## src/rtl/lpr_pkg.sv

```systemverilog
package lpr_pkg;

   // register addresses
   localparam logic [3:0] A_KEY  = 4'd0;
   localparam logic [3:0] A_RST  = 4'd1;
   localparam logic [3:0] A_BOTH = 4'd2;
   localparam logic [3:0] A_CBL  = 4'd3;
   localparam logic [3:0] A_S3   = 4'd4;
   localparam logic [3:0] A_DBC  = 4'd5;
   localparam logic [3:0] A_CLR  = 4'd6;

   localparam logic [2:0] RT_HARD     = 3'd7;
   localparam int         DBC_BASE    = 1000;
   localparam int         DBC_W       = $clog2(DBC_BASE * 128 + 1);
   localparam int         STG_W       = 14;
   localparam logic [7:0] S3_HOLD_MAX = 8'd128;
   localparam logic [1:0] S3_BOTH     = 2'd3;

   // stage-one time in ms for a 4-bit index
   function automatic logic [STG_W-1:0] s1_ms(input logic [3:0] idx);
      case (idx)
         4'd0:  return 14'd0;
         4'd1:  return 14'd32;
         4'd2:  return 14'd56;
         4'd3:  return 14'd80;
         4'd4:  return 14'd128;
         4'd5:  return 14'd184;
         4'd6:  return 14'd272;
         4'd7:  return 14'd408;
         4'd8:  return 14'd608;
         4'd9:  return 14'd904;
         4'd10: return 14'd1352;
         4'd11: return 14'd2048;
         4'd12: return 14'd3072;
         4'd13: return 14'd4480;
         4'd14: return 14'd6720;
         default: return 14'd10256;
      endcase
   endfunction

   // stage-two time in ms for a 3-bit index
   function automatic logic [STG_W-1:0] s2_ms(input logic [2:0] idx);
      case (idx)
         3'd0: return 14'd0;
         3'd1: return 14'd10;
         3'd2: return 14'd50;
         3'd3: return 14'd100;
         3'd4: return 14'd250;
         3'd5: return 14'd500;
         3'd6: return 14'd1000;
         default: return 14'd2000;
      endcase
   endfunction

endpackage

```

## src/rtl/lpr_tick_gen.sv

```systemverilog
module lpr_tick_gen #(
   parameter int FINE_DIV    = 781,
   parameter int FINE_PER_MS = 64
) (
   input  logic clk,
   input  logic rst_n,
   output logic fine_tick,
   output logic ms_tick
);
   localparam int MW = $clog2(FINE_PER_MS + 1);

   if (FINE_DIV < 1)    begin : g_bad_div $error("FINE_DIV must be at least 1"); end
   if (FINE_PER_MS < 2) begin : g_bad_ms  $error("FINE_PER_MS must be at least 2"); end

   // fine tick: every clock, or a divided strobe
   if (FINE_DIV == 1) begin : g_direct
      assign fine_tick = 1'b1;
   end else begin : g_div
      localparam int DW = $clog2(FINE_DIV);
      logic [DW-1:0] dcnt;
      always_ff @(posedge clk or negedge rst_n) begin
         if (!rst_n) begin
            dcnt      <= '0;
            fine_tick <= 1'b0;
         end else begin
            fine_tick <= (dcnt == DW'(FINE_DIV - 1));
            if (dcnt == DW'(FINE_DIV - 1)) dcnt <= '0;
            else                           dcnt <= dcnt + 1'b1;
         end
      end
   end

   logic [MW-1:0] mcnt;
   always_ff @(posedge clk or negedge rst_n) begin
      if (!rst_n) begin
         mcnt    <= '0;
         ms_tick <= 1'b0;
      end else if (fine_tick) begin
         if (mcnt == MW'(FINE_PER_MS - 1)) begin
            mcnt    <= '0;
            ms_tick <= 1'b1;
         end else begin
            mcnt    <= mcnt + 1'b1;
            ms_tick <= 1'b0;
         end
      end else begin
         ms_tick <= 1'b0;
      end
   end
endmodule

```

## src/rtl/lpr_debounce.sv

```systemverilog
module lpr_debounce
   import lpr_pkg::*;
(
   input  logic       clk,
   input  logic       rst_n,
   input  logic       pin_n,
   input  logic       fine_tick,
   input  logic [2:0] dbc_idx,
   output logic       level,
   output logic       chg
);
   logic [1:0]       sync;
   logic [DBC_W-1:0] cnt;
   logic [DBC_W-1:0] lim;

   assign lim = DBC_W'(DBC_BASE) << dbc_idx;

   always_ff @(posedge clk or negedge rst_n) begin
      if (!rst_n) begin
         sync  <= '0;
         cnt   <= '0;
         level <= 1'b0;
         chg   <= 1'b0;
      end else begin
         sync <= {sync[0], ~pin_n};
         chg  <= 1'b0;
         if (sync[1] == level) begin
            cnt <= '0;
         end else if (fine_tick) begin
            if (cnt >= lim - 1'b1) begin
               level <= sync[1];
               cnt   <= '0;
               chg   <= 1'b1;
            end else begin
               cnt <= cnt + 1'b1;
            end
         end
      end
   end
endmodule

```

## src/rtl/lpr_stage_timer.sv

```systemverilog
module lpr_stage_timer
   import lpr_pkg::*;
(
   input  logic       clk,
   input  logic       rst_n,
   input  logic       active,
   input  logic       enable,
   input  logic       ms_tick,
   input  logic [3:0] s1_idx,
   input  logic [2:0] s2_idx,
   output logic       bark,
   output logic       req
);
   typedef enum logic [1:0] {ST_IDLE, ST_S1, ST_S2, ST_DONE} st_t;

   st_t              st;
   logic [STG_W-1:0] cnt;
   logic [STG_W-1:0] lim1, lim2;

   assign lim1 = s1_ms(s1_idx);
   assign lim2 = s2_ms(s2_idx);

   always_ff @(posedge clk or negedge rst_n) begin
      if (!rst_n) begin
         st   <= ST_IDLE;
         cnt  <= '0;
         bark <= 1'b0;
         req  <= 1'b0;
      end else begin
         bark <= 1'b0;
         req  <= 1'b0;
         if (!active || !enable) begin
            st  <= ST_IDLE;
            cnt <= '0;
         end else begin
            case (st)
               ST_IDLE: begin
                  st  <= ST_S1;
                  cnt <= '0;
               end
               ST_S1: begin
                  if (cnt >= lim1) begin
                     bark <= 1'b1;
                     st   <= ST_S2;
                     cnt  <= '0;
                  end else if (ms_tick) begin
                     cnt <= cnt + 1'b1;
                  end
               end
               ST_S2: begin
                  if (cnt >= lim2) begin
                     req <= 1'b1;
                     st  <= ST_DONE;
                  end else if (ms_tick) begin
                     cnt <= cnt + 1'b1;
                  end
               end
               default: st <= ST_DONE;
            endcase
         end
      end
   end
endmodule

```

## src/rtl/lpr_hold3.sv

```systemverilog
module lpr_hold3
   import lpr_pkg::*;
#(
   parameter int MS_PER_SEC = 1000
) (
   input  logic       clk,
   input  logic       rst_n,
   input  logic       active,
   input  logic       ms_tick,
   input  logic [7:0] hold_s,
   output logic       fire
);
   localparam int MW = $clog2(MS_PER_SEC + 1);

   if (MS_PER_SEC < 2) begin : g_bad_sec $error("MS_PER_SEC must be at least 2"); end

   logic [MW-1:0] mcnt;
   logic [7:0]    sec;
   logic [7:0]    hold_eff;
   logic          fired;

   assign hold_eff = (hold_s > S3_HOLD_MAX) ? S3_HOLD_MAX : hold_s;

   always_ff @(posedge clk or negedge rst_n) begin
      if (!rst_n) begin
         mcnt  <= '0;
         sec   <= '0;
         fired <= 1'b0;
         fire  <= 1'b0;
      end else begin
         fire <= 1'b0;
         if (!active) begin
            mcnt  <= '0;
            sec   <= '0;
            fired <= 1'b0;
         end else if (!fired) begin
            if (sec >= hold_eff) begin
               fire  <= 1'b1;
               fired <= 1'b1;
            end else if (ms_tick) begin
               if (mcnt == MW'(MS_PER_SEC - 1)) begin
                  mcnt <= '0;
                  sec  <= sec + 1'b1;
               end else begin
                  mcnt <= mcnt + 1'b1;
               end
            end
         end
      end
   end
endmodule

```

## src/rtl/lpress_reset_ctrl.sv

```systemverilog
module lpress_reset_ctrl
   import lpr_pkg::*;
#(
   parameter int FINE_DIV    = 781,
   parameter int FINE_PER_MS = 64,
   parameter int MS_PER_SEC  = 1000,
   parameter int AW          = 4
) (
   input  logic          clk,
   input  logic          rst_n,
   input  logic          pwr_key_n,
   input  logic          rst_key_n,
   input  logic          cbl_n,
   input  logic          wr_en,
   input  logic [AW-1:0] wr_addr,
   input  logic [11:0]   wr_data,
   output logic [2:0]    status,
   output logic [2:0]    irq_chg,
   output logic [2:0]    irq_bark,
   output logic          rst_req,
   output logic [2:0]    rst_type,
   output logic [3:0]    reason,
   output logic [2:0]    pullup_en
);
   localparam int N_IN  = 3;  // power key, reset key, cable
   localparam int N_SRC = 3;  // power key, reset key, both

   if (AW < 3) begin : g_bad_aw $error("AW too small for the register map"); end

   // configuration storage
   logic [3:0] s1_idx [N_SRC];
   logic [2:0] s2_idx [N_SRC];
   logic [2:0] rtype  [N_SRC];
   logic [N_SRC-1:0] en;
   logic [N_IN-1:0]  pu;
   logic [7:0] s3_hold;
   logic [1:0] s3_sel;
   logic [2:0] dbc_idx;
   logic       clr_wr;

   assign clr_wr = wr_en && (wr_addr == AW'(A_CLR));

   always_ff @(posedge clk or negedge rst_n) begin
      if (!rst_n) begin
         for (int i = 0; i < N_SRC; i++) begin
            s1_idx[i] <= '0;
            s2_idx[i] <= '0;
            rtype[i]  <= '0;
         end
         en      <= '0;
         pu      <= '0;
         s3_hold <= S3_HOLD_MAX;
         s3_sel  <= S3_BOTH;
         dbc_idx <= '0;
      end else if (wr_en) begin
         for (int i = 0; i < N_SRC; i++) begin
            if (wr_addr == AW'(i)) begin
               s1_idx[i] <= wr_data[3:0];
               s2_idx[i] <= wr_data[6:4];
               rtype[i]  <= wr_data[9:7];
               en[i]     <= wr_data[10];
               if (i < 2) pu[i] <= wr_data[11];
            end
         end
         if (wr_addr == AW'(A_CBL)) pu[2] <= wr_data[11];
         if (wr_addr == AW'(A_S3)) begin
            s3_hold <= wr_data[7:0];
            s3_sel  <= wr_data[9:8];
         end
         if (wr_addr == AW'(A_DBC)) dbc_idx <= wr_data[2:0];
      end
   end

   assign pullup_en = pu;

   // time base
   logic fine_tick, ms_tick;
   lpr_tick_gen #(.FINE_DIV(FINE_DIV), .FINE_PER_MS(FINE_PER_MS)) u_tick (
      .clk(clk), .rst_n(rst_n), .fine_tick(fine_tick), .ms_tick(ms_tick)
   );

   // input filters
   logic [N_IN-1:0] pins_n, lvl, chg;
   assign pins_n = {cbl_n, rst_key_n, pwr_key_n};

   for (genvar g = 0; g < N_IN; g++) begin : g_dbc
      lpr_debounce u_dbc (
         .clk(clk), .rst_n(rst_n), .pin_n(pins_n[g]), .fine_tick(fine_tick),
         .dbc_idx(dbc_idx), .level(lvl[g]), .chg(chg[g])
      );
   end

   assign status  = lvl;
   assign irq_chg = chg;

   // stage one / stage two per source
   logic [N_SRC-1:0] src_act, st_req;
   assign src_act = {lvl[0] & lvl[1], lvl[1], lvl[0]};

   for (genvar g = 0; g < N_SRC; g++) begin : g_src
      lpr_stage_timer u_stage (
         .clk(clk), .rst_n(rst_n), .active(src_act[g]), .enable(en[g]),
         .ms_tick(ms_tick), .s1_idx(s1_idx[g]), .s2_idx(s2_idx[g]),
         .bark(irq_bark[g]), .req(st_req[g])
      );
   end

   // stage three
   logic s3_act, s3_fire;
   always_comb begin
      case (s3_sel)
         2'd0:    s3_act = lvl[0];
         2'd1:    s3_act = lvl[1];
         2'd2:    s3_act = lvl[0] | lvl[1];
         default: s3_act = lvl[0] & lvl[1];
      endcase
   end

   lpr_hold3 #(.MS_PER_SEC(MS_PER_SEC)) u_hold3 (
      .clk(clk), .rst_n(rst_n), .active(s3_act), .ms_tick(ms_tick),
      .hold_s(s3_hold), .fire(s3_fire)
   );

   // request arbitration: stage three, both keys, power key, reset key
   logic       req_any;
   logic [2:0] nxt_type;
   logic [3:0] nxt_rsn;
   always_comb begin
      req_any = s3_fire | (|st_req);
      if (s3_fire) begin
         nxt_type = RT_HARD;
         nxt_rsn  = {2'b11, s3_sel};
      end else if (st_req[2]) begin
         nxt_type = rtype[2];
         nxt_rsn  = 4'b1010;
      end else if (st_req[0]) begin
         nxt_type = rtype[0];
         nxt_rsn  = 4'b1000;
      end else begin
         nxt_type = rtype[1];
         nxt_rsn  = 4'b1001;
      end
   end

   always_ff @(posedge clk or negedge rst_n) begin
      if (!rst_n) begin
         rst_req  <= 1'b0;
         rst_type <= '0;
         reason   <= '0;
      end else begin
         rst_req <= req_any;
         if (req_any) begin
            rst_type <= nxt_type;
            reason   <= nxt_rsn;
         end else if (clr_wr) begin
            reason <= '0;
         end
      end
   end
endmodule

```

## config.mk

```make
export PLATFORM = sky130hd
export DESIGN_NAME = lpress_reset_ctrl
export DESIGN_NICKNAME = d
export VERILOG_FILES = /design/src/rtl/lpr_pkg.sv /design/src/rtl/lpr_tick_gen.sv /design/src/rtl/lpr_debounce.sv /design/src/rtl/lpr_stage_timer.sv /design/src/rtl/lpr_hold3.sv /design/src/rtl/lpress_reset_ctrl.sv
export SDC_FILE = /design/constraint.sdc
export NUM_CORES = 1
export LEC_CHECK = 0
export ABC_CLOCK_PERIOD_IN_PS = 7300
export BUFFER_PORTS_ARGS = -buffer_cell sky130_fd_sc_hd__clkbuf_2
export CAP_MARGIN = 20
export CORE_ASPECT_RATIO = 0.6
export CORE_MARGIN = 10
export CORE_UTILIZATION = 46
export CTS_CLUSTER_SIZE = 24
export DETAILED_ROUTE_END_ITERATION = 7
export MAX_ROUTING_LAYER = met4
export SKIP_LAST_GASP = 1
export SLEW_MARGIN = 0
export SYNTH_ARGS = -nofsm -noshare
export SYNTH_HDL_FRONTEND = slang
export SYNTH_SLANG_ARGS = --single-unit
```

## constraint.sdc

```tcl
create_clock -name clk -period 7.3 [get_ports clk]
set_clock_uncertainty 0.1 [all_clocks]
set_input_delay 1.095 -clock clk [delete_from_list [all_inputs] [get_ports clk]]
set_output_delay 1.095 -clock clk [all_outputs]
set_load 0.005 [all_outputs]
```

## Word-level counts from Yosys, hierarchy flattened

Memories as Yosys holds them, arrays and structs flattened.
Index checks and enable logic that the tools add are counted.

| word-level totals | value |
|---|---|
| register bits after elaboration | 213 |
| bits in read-only memories | 528 |
| input bits | 22 |
| output and inout bits | 20 |
| logic and storage cells | 277 |
| memories | 3 |

Memories:

| memory | depth | bits a word | rd ports | clocked after memory_dff | wr ports | line | source |
|---|---|---|---|---|---|---|---|
| (no name shown) | 16 | 11 | 1 | 0 | 0 | lpr_pkg.sv:21 | `case (idx)` |
| (no name shown) | 16 | 11 | 1 | 0 | 0 | lpr_pkg.sv:21 |  |
| (no name shown) | 16 | 11 | 1 | 0 | 0 | lpr_pkg.sv:21 |  |

| operators by class | value |
|---|---|
| add/subtract/negate cells | 11 |
| $lt $le $gt $ge | 11 |
| equality and inequality tests | 51 |
| shifts and indexed selects | 1 |
| multiplexer cells | 95 |
| bitwise operators | 9 |
| reductions and logical operators | 43 |

Operators by type and width:

| operator | count |
|---|---|
| 11-bit one-hot mux with 7 select lines | 3 |
| 14-bit two-way mux | 12 |
| 17-bit two-way mux | 9 |
| 14-bit one-hot mux with 3 select lines | 3 |
| 10-bit two-way mux | 6 |
| 17-bit by 1-bit adder with 17-bit output (second input constant) | 3 |
| 17-bit greater-or-equal comparator | 3 |
| 8-bit two-way mux | 6 |
| 14-bit by 1-bit adder with 14-bit output (second input constant) | 3 |
| 14-bit by 11-bit greater-or-equal comparator with 1-bit output | 3 |
| 14-bit greater-or-equal comparator | 3 |
| 1-bit two-way mux | 35 |
| 3-bit == test (second input constant) | 9 |
| 2-bit AND reduction | 12 |
| 10-bit by 1-bit adder with 10-bit output (second input constant) | 2 |
| 10-bit == test (second input constant) | 2 |
| 2-bit two-way mux | 10 |
| 3-bit by 2-bit == test with 1-bit output (second input constant) | 6 |
| 3-bit by 1-bit != test with 1-bit output (second input constant) | 6 |
| 2-bit one-hot mux with 3 select lines | 3 |
| 10-bit by 3-bit << shifter with 17-bit output (first input constant) | 1 |
| 17-bit by 1-bit subtractor with 17-bit output (second input constant) | 1 |
| 4-bit by 3-bit == test with 1-bit output (second input constant) | 3 |
| 3-bit two-way mux | 4 |
| 30 further kinds | 73 |

## Depth between registers and ports, before layout

| logic depth | value |
|---|---|
| word-level depth | 6 |
| gate-level depth with buffers | 17 |
| depth with buffers taken out | 14 |

## Hierarchy

Synthesis repeated with hierarchy kept, for this count alone.

| unflattened totals | value |
|---|---|
| cell total of the unflattened synthesis | 1550 |
| area, all modules | 14845.5 um^2 |

By module, submodules not included:

| module | times used | cells each | area an instance (um^2) | sequential area each (um^2) |
|---|---|---|---|---|
| lpr_debounce | 3 | 163 | 1495.2 | 525.5 |
| lpress_reset_ctrl | 1 | 155 | 2341.0 | 1430.1 |
| lpr_stage_timer (g_src[0].u_stage) | 1 | 227 | 1953.1 | 450.4 |
| lpr_stage_timer (g_src[2].u_stage) | 1 | 236 | 1945.6 | 450.4 |
| lpr_stage_timer (g_src[1].u_stage) | 1 | 220 | 1913.1 | 450.4 |
| lpr_hold3 | 1 | 146 | 1342.5 | 500.5 |
| lpr_tick_gen | 1 | 77 | 864.6 | 475.5 |

## Worst setup path before layout

No wires, ideal clock.

| path | value |
|---|---|
| path type | register to register |
| from | register dbc_idx[2] |
| to | register g_dbc[0].u_dbc.cnt[6] |
| setup time | 82 ps |
| arrival | 3135 ps |
| required time | 7118 ps |
| slack | 3983 ps |
| stages on the path, launching flop included | 15 |
| buffers on the path | 3 |
| clock period less this slack | 3317 ps |
| cells stage by stage | dfrtp_1 -> buf_4 -> or3_1 -> ha_1 -> mux2i_1 -> o21ai_0 -> ha_1 -> a211o_1 -> o211ai_1 -> nand4b_1 -> a211oi_2 -> buf_4 -> buf_4 -> o21ai_0 -> a31oi_1 |

| on the way | value |
|---|---|
| longest elaborated chain between the ends | 6 |

RTL lines:

| what | line | source |
|---|---|---|
| start, declared | lpress_reset_ctrl.sv:38 | `logic [2:0] dbc_idx;` |
| start signal, assigned | lpress_reset_ctrl.sv:70 | `if (wr_addr == AW'(A_DBC)) dbc_idx <= wr_data[2:0];` |
| 10-bit by 3-bit << shifter with 17-bit output | lpr_debounce.sv:16 | `assign lim = DBC_W'(DBC_BASE) << dbc_idx;` |
| 17-bit by 1-bit subtractor with 17-bit output | lpr_debounce.sv:30 | `if (cnt >= lim - 1'b1) begin` |
| 17-bit greater-or-equal comparator | lpr_debounce.sv:30 |  |
| 17-bit two-way mux | lpr_debounce.sv:30 |  |
| 17-bit two-way mux | lpr_debounce.sv:29 | `end else if (fine_tick) begin` |
| 17-bit two-way mux | lpr_debounce.sv:27 | `if (sync[1] == level) begin` |
| end signal, assigned | lpr_debounce.sv:35 | `cnt <= cnt + 1'b1;` |
| end, declared | lpr_debounce.sv:13 | `logic [DBC_W-1:0] cnt;` |

Every way passes these cells. The select of a mux whose other input is x is not followed.
A chain may end at the register's enable or synchronous reset.

## Worst setup path after layout

| path | value |
|---|---|
| from | register dbc_idx[1] |
| to | register g_dbc[1].u_dbc.cnt[5] |

| on the way | value |
|---|---|
| longest elaborated chain between the ends | 6 |

RTL lines:

| what | line |
|---|---|
| 10-bit by 3-bit << shifter with 17-bit output | lpr_debounce.sv:16 |
| 17-bit by 1-bit subtractor with 17-bit output | lpr_debounce.sv:30 |
| 17-bit greater-or-equal comparator | lpr_debounce.sv:30 |
| 17-bit two-way mux | lpr_debounce.sv:30 |
| 17-bit two-way mux | lpr_debounce.sv:29 |
| 17-bit two-way mux | lpr_debounce.sv:27 |
| end signal, assigned | lpr_debounce.sv:35 |
| end, declared | lpr_debounce.sv:13 |

Every way passes these cells. The select of a mux whose other input is x is not followed.

==> reports/qor.csv <==
metric,value,unit
outcome,"complete, no violations",
max-clock-path-buffers,3,
viasPerCell,5.75,
fmax,0.237,GHz
num_vias,11100,
postCtsSetupRepairBufs,0,
post_synth.cell_area_avg,9.34,um^2
grt_start_max_net_pins,123,
most-common-layout-cells,"sky130_fd_sc_hd__dfrtp_1 (210), sky130_fd_sc_hd__ha_1 (134), sky130_fd_sc_hd__nand2_1 (126)",
rsz0062_at_grt,false,
synthTopCellsByArea,"sky130_fd_sc_hd__dfrtp_1 (38%), sky130_fd_sc_hd__ha_1 (12%), sky130_fd_sc_hd__mux2_2 (5.1%)",
grt_usage,18.0,%
cpPeakStageDelay,0.67,ns
vias_in_the_first_global_route,10000,
routed_wirelength_normalized_by_instance_count,17.4,um
max-slew-margin-rel,36.2,%
comb_power_share,20.4,%
h-tree-depth,1,
core_area,30000,um^2
crit_type,flop to flop,
power-per-cell-area,213,nW/um^2
post-place-ws,2.85,ns
clkSinkCount,213,
die_y_extent,155,um
ys_types,78,
post_synthesis_cells,1501,
postPlaceCellArea,14400,um^2
grt.overflow.total,0,
path_cells,"or3_1, ha_1, mux2i_1, o21ai_0, ha_1, nand3_1, or2_2, a41oi_1, a2111o_1, nand2_1, o21ai_0, a31oi_1",
totalNegativeSetupSlack,0,ns
drc,0,
placement_rows,49,
antennaDiodeCount,0,
post-route-min-period,4.21,ns
synth_top_area_share,37.5,%
design.die.area,38100,um^2
die-width,245,um
synth.largest_area_cell,sky130_fd_sc_hd__dfrtp_1,
startpoint_type,flop,
floorplan.io_pins,42,
critical_path.endpoint_type,flop,
mostFrequentLayoutCell,sky130_fd_sc_hd__dfrtp_1,
grt_pass1_wl,55.4,mm
post_route_cells_drive_above_1_share,11.5,%
final_critical_path_setup_slack,3.09,ns
arrival,4.55,ns
hold_violations,0,
power.clock.fraction,37.2,%
placed_cells,1887,
antenna_violating_nets_post_route,0,
finalMaxSlewViolations,0,
cts_root_buf,sky130_fd_sc_hd__clkbuf_16,
p_leak,6.88,nW
min_path_type,flop to flop,
wirelength,33.5,mm
dr.pass1.iters,5,
path_clk_slew,0.06,ns
post-route-period-util,57.7,%
int_pwr,2.26,mW
start_util,46.7,%
worst_ep_required_time,7.63,ns
synth-seq-area-share,38.1,%
fin_nets,1661,
synth_flop_cell,sky130_fd_sc_hd__dfrtp_1,
max_cap_violations,0,
cpMaxStageDelayCell,sky130_fd_sc_hd__nand2_1,
fin_cells,1928,
switching_share,30.1,%
worst_slew_pin_tran,0.953,ns
postSynthRegisterBits,213,
finalWeightedCongestion,0.889,
p_seq_share,42.4,%
dpl.hpwl,24.7,mm
postSynth.asyncResetShare,100,%
placement.io_buffers,41,
synth_area,14000,um^2
flow.area_growth_from_synthesis,8.63,%
tritoncts.num_buffers,23,
tritoncts,yes,
worstPathMaxFanout,29,
vdd_ir_drop_max,0.000167,V
synth-edff-count,0,
mappedNetlistNets,1657,
ys.warnings.count,0,
layout.cell_area.non_filler,15200,um^2
net-switching-power,0.975,mW
antenna_found_initial,0,
ctsHoldBuffers,0,
setup_viol_count_final,0,
cts_resized,0,
clkLatencyLatePin,0.53,ns
worst_hold_slack_after_final_layout,0.247,ns
drt_iter0_drc,969,
==> area by class of cell <==
class	instances	area, um^2
Sequential cell	213	5330
Multi-Input combinational cell	1162	8120
Fill cell	2751	14800
Clock inverter	10	130
Inverter	55	206
Clock buffer	30	632
Tap cell	408	510
Timing Repair Buffer	50	288
==> through the flow <==
step           power [mW]  util (%)
2_1_floorplan        1.86         -
3_3_place_gp         2.03      48.1
3_5_place_dp         2.05      48.2
4_1_cts              3.27      50.7
5_1_grt              3.43      50.8
6_report             3.24      50.8
==> power by group through the flow <==
stage | Combinational [mW] | Clock [mW] | Sequential [mW]
floorplan | 0.560 | 0 | 1.30
global placement | 0.640 | 0 | 1.38
detailed placement | 0.658 | 0 | 1.39
CTS | 0.661 | 1.24 | 1.37
global route | 0.751 | 1.29 | 1.39
finish | 0.662 | 1.20 | 1.37
==> Yosys cell counts (39+ instances only) <==
cell type,n
sky130_fd_sc_hd__o21ai_0,100
sky130_fd_sc_hd__mux2_2,64
sky130_fd_sc_hd__nand2b_1,43
sky130_fd_sc_hd__a21oi_1,99
sky130_fd_sc_hd__dfrtp_1,210
sky130_fd_sc_hd__nor2_1,104
sky130_fd_sc_hd__nand2_1,126
sky130_fd_sc_hd__a31oi_1,41
sky130_fd_sc_hd__inv_1,55
sky130_fd_sc_hd__clkbuf_1,39
sky130_fd_sc_hd__ha_1,134
sky130_fd_sc_hd__nand3_1,65
==> per-layer routing <==
| metal | track usage [%] | routed length, um |
|---|---|---|
| met1 | 28.6 | 18400 |
| met2 | 22.9 | 12800 |
| met3 | 2.63 | 1640 |
| met4 | 3.92 | 692 |
| met5 | - | 0 |
==> cells by family after synthesis <==
group,after synthesis,synth area share [%]
compound gates,383,17.8
buf+inv,126,3.98
simple gates,514,18.7
mux,84,6.57
fa+ha+maj,136,12.1
xor+xnor,45,2.81
flops,213,38.1
==> flip-flops by register name, indices dropped and copies added, names as in the netlist, 4 cells and up <==
name / cells
reason: 4
u_hold3.sec: 8
u_tick.g_div.dcnt: 10
s3_hold: 8
g_dbc.u_dbc.sync: 6
s2_idx: 9
u_hold3.mcnt: 10
rtype: 9
g_src.u_stage.st: 6
g_dbc.u_dbc.cnt: 51
s1_idx: 12
u_tick.mcnt: 7
g_src.u_stage.cnt: 42
==> critical path: cells and delay by family (launching register included) <==
kind	cells	cell delay [ns]
compound gates	5	1.31
fa+ha+maj	2	0.57
flops	1	0.62
mux	1	0.13
simple gates	4	1.38
==> path summary, 6_finish.rpt <==
kind,start,end,slack (ns),cells after the start
worst max-delay path,dbc_idx[1],g_dbc[1].u_dbc.cnt[5],3.09,12
worst min-delay path,g_dbc[2].u_dbc.sync[0],g_dbc[2].u_dbc.sync[1],0.25,0
worst max register to register,dbc_idx[1],g_dbc[1].u_dbc.cnt[5],3.09,12
worst min register to register,g_dbc[2].u_dbc.sync[0],g_dbc[2].u_dbc.sync[1],0.25,0
max in group asynchronous,rst_n,u_tick.g_div.dcnt[4],5.09,2
min in group asynchronous,rst_n,g_src[0].u_stage.cnt[12],0.57,1
Power figures use the tool's default switching activity.
